--- config.mk ---
export PLATFORM = sky130hd
export DESIGN_NAME = z80_io_stretch
export DESIGN_NICKNAME = d
export VERILOG_FILES = /design/src/rtl/z80_io_stretch.sv
export SDC_FILE = /design/constraint.sdc
export NUM_CORES = 1
export LEC_CHECK = 0
export ABC_CLOCK_PERIOD_IN_PS = 2550
export BUFFER_PORTS_ARGS = -buffer_cell sky130_fd_sc_hd__buf_2
export CORE_AREA = 2 2 39 41
export DETAILED_ROUTE_END_ITERATION = 16
export DIE_AREA = 0 0 41 43
export HOLD_SLACK_MARGIN = 0.12
export SETUP_SLACK_MARGIN = 0.5
export SYNTH_ARGS = -nofsm -noshare
export SYNTH_HDL_FRONTEND = slang
export SYNTH_SLANG_ARGS = --single-unit
--- constraint.sdc ---
create_clock -name clk -period 2.55 [get_ports clk]
set_input_delay 0.255 -clock clk [delete_from_list [all_inputs] [get_ports clk]]
set_output_delay 0.255 -clock clk [all_outputs]
set_load 0.005 [all_outputs]
--- src/rtl/z80_io_stretch.sv ---
module z80_io_stretch #(
  parameter int CNT_W      = 3,
  parameter bit HOLD_FIRST = 1'b1
) (
  input  logic             clk,
  input  logic             rst_n,
  input  logic             iorq_n,
  input  logic             mreq_n,
  input  logic             m1_n,
  input  logic             rd_n,
  input  logic             wr_n,
  input  logic [CNT_W-1:0] wait_cnt,
  input  logic             ext_wait_n,
  output logic             wait_req_n,
  output logic             cpu_wait_n
);

  localparam logic [CNT_W-1:0] ONE = {{(CNT_W-1){1'b0}}, 1'b1};

  logic [CNT_W-1:0] cnt;
  logic             armed;
  logic             req;
  logic             busy;
  logic             hold;
  logic [CNT_W-1:0] load_val;

  assign req  = ~iorq_n & mreq_n & (~rd_n | ~wr_n | ~m1_n);
  assign busy = |cnt;

  generate
    if (HOLD_FIRST) begin : g_hold
      assign hold     = rst_n & armed & req & (|wait_cnt);
      assign load_val = (|wait_cnt) ? wait_cnt - ONE : '0;
    end else begin : g_late
      assign hold     = 1'b0;
      assign load_val = wait_cnt;
    end
  endgenerate

  always_ff @(negedge clk or negedge rst_n) begin
    if (!rst_n) begin
      cnt   <= '0;
      armed <= 1'b1;
    end else if (iorq_n) begin
      cnt   <= '0;
      armed <= 1'b1;
    end else if (armed && req) begin
      cnt   <= load_val;
      armed <= 1'b0;
    end else if (busy) begin
      cnt   <= cnt - ONE;
    end
  end

  assign wait_req_n = ~(hold | busy);
  assign cpu_wait_n = wait_req_n & ext_wait_n;

endmodule

==> results.ini <==
[timing]
finalHoldViolCount = 0
tightestPinTransition_ns = 0.248
finalSetupViolations = 2
rsz0062_at_grt = yes
setup_ws_ns = -0.446
maxSlewHeadroom_pct = 83.4
skew_ns = 0.0406
whs_ns = 0.638
drv_slew = 0

[floorplan]
die_y_um = 43
die_w_um = 41
start_util_pct = 24.5
row_count = 14
die_area_mm2 = 0.00176
io_pins = 13
coreArea_mm2 = 0.00138

[critical_path]
crit_path_top_delay_cell = dfstp_2
startpoint_type = flop
cp.arrival_ns = 2.74
slowest_delay_ns = 0.51
path_max_fanout = 2
end_kind = output port
worst-setup-path-type = reg -> out
crit_chain = and3b_1, nand2_2, o311a_1, buf_2
required_ns = 2.30

[grt]
grt_usage_pct = 14.3
top_usage_layer = met2
grt_pass1_vias = 414
met2_usage_pct = 21.9
antenna_found_initial = 0
met3_usage_pct = 4.71
grt.overflow.total = 0
grt_max_degree = 6
met1_usage_pct = 14.6
grt_pass1_wl_mm = 1.61

[job]
maxCapViolations = 0

[pwr]
ir_worst_vdd_uv = 287
powerDensity_mw_per_mm2 = 752
power_leakage_nw = 0.284

[clock_network]
cts_buffers = 3
cts_tree = built
cts_hold_repair.buffers = 0
cts_htree_levels = 1
path_clk_slew_ns = 0.03
cts_root_buf = clkbuf_4
cts_sinks = 4
clk_latency_ns = 0.29
clockBufferDepth = 2

[layout]
layout_common_cells = buf_2, buf_4, inv_1
fillers = 143
num_antenna_cells = 0
nets = 81
postLayoutCellArea_um2 = 599
drive_gt1_share_pct = 61.5
area_delta_synth_final_pct = 76.8

[placed_design]
gp_congestion = 0.720
dpl.hpwl_um = 664
io_buffers = 12
dpl-instance-area_um2 = 493

[logic_synthesis]
ys_seq_area_share_pct = 29.9
yosysUniqueCellTypes = 23
yosys_warnings = 0
syn_avg_cell_area_um2 = 8.48
synth_top_area_share_pct = 22.1
synth_top_area_cell = dfrtn_1
synthTopCellsByArea = dfrtn_1, ha_1, dfstp_2
synth-seq-cells = 4
synth_nets = 55
syn_inst = 40
synthesis.area_um2 = 339

[drt]
viasPerCell = 4.54
vias = 368
drc = 0
drtPass1Iterations = 3
antenna_left = 0
drt-initial-drc-count = 1
wl_per_cell_um = 11.1
routed_wl_um = 898

[min_path]
hp-class = reg -> reg

[run_status]
status = complete, but fails checks
violations = setup timing

registers in the layout, indices dropped and copies added, names as in the netlist:
register	flops
cnt	3
armed	1
through the flow:
stage | TNS (ns) | util, % | total power [W] | worst slack (ns) | instances
2_1_floorplan | -0.0662 | - | 0.000269 | -0.0588 | 40
3_3_place_gp | -0.253 | 35.6 | 0.000330 | -0.112 | 76
3_5_place_dp | -0.303 | 35.6 | 0.000330 | -0.142 | 76
4_1_cts | -0.831 | 42.3 | 0.000454 | -0.448 | 80
5_1_grt | -0.974 | 43.3 | 0.000505 | -0.520 | 81
6_report | -0.827 | 43.3 | 0.000451 | -0.446 | 81
synthesized netlist by cell type:
cell type  n
o311a_1    1
and3b_1    1
or4_1      1
inv_1      7
and2_1     2
a221oi_1   1
nand3b_1   1
o22ai_1    1
clkbuf_1   1
o21ai_0    1
a21oi_1    3
nand3_1    2
nand2_1    2
ha_1       4
dfrtn_1    3
nor2_1     2
a311oi_1   1
or2_1      1
a21o_1     1
o31a_1     1
and3_4     1
dfstp_2    1
xnor2_1    1
layout make-up:
type	instances	area [um2]	area share (%)
inverters	6	25.0	4.18
clock buffers	4	26.3	4.38
flip-flops and latches	4	101	16.9
well taps	16	20.0	3.34
multi-input cells	28	265	44.3
repair buffers	22	158	26.3
clock inverters	1	3.75	0.626
power breakdown:
group          leakage [nW]  switching, W  internal, W
logic                 0.214      0.000115     0.000142
registers            0.0498     0.0000108    0.0000862
clock network        0.0203     0.0000355    0.0000613
final timing paths:
| path | slack (ns) | endpoint | from | cells past startpoint |
|---|---|---|---|---|
| hold / removal | 0.64 | armed | armed | 2 |
| max in group asynchronous | 1.29 | armed | rst_n | 1 |
| hold reg to reg | 0.64 | armed | armed | 2 |
| setup / recovery | -0.45 | cpu_wait_n | armed | 4 |
| setup reg to reg | 1.04 | cnt[2] | cnt[1] | 7 |
| min in group asynchronous | 0.97 | cnt[1] | rst_n | 1 |
logic make-up (layout without fill, tap and decap cells):
group | Yosys count | in the layout | synth area share [%]
simple gates | 13 | 13 | 23.3
compound gates | 10 | 10 | 20.7
buf+inv | 8 | 33 | 8.86
fa+ha+maj | 4 | 4 | 14.8
flops | 4 | 4 | 29.9
xor+xnor | 1 | 1 | 2.58
worst max-delay path, delay by kind of cell, from the launching register on:
family | cells | cell delay, ns
buf+inv | 1 | 0.13
compound gates | 1 | 0.29
flops | 1 | 0.51
simple gates | 2 | 0.24
timing repair:
item                                    4_1_cts  5_1_grt
endpoints found under the setup margin        5        5
pin swaps                                     6        4
resized for setup                            14        3
setup buffers                                 0        1
endpoints found under the hold margin         0        0
routing by layer:
layer  vias to the layer above  part of all wire (%)
met1                       162                    38
met4                         0                   3.3
met3                         4                   3.6
met5                         -                     0
li1                        190                     -
met2                        12                    55
Note: power is estimated with default switching activity, not from simulation.
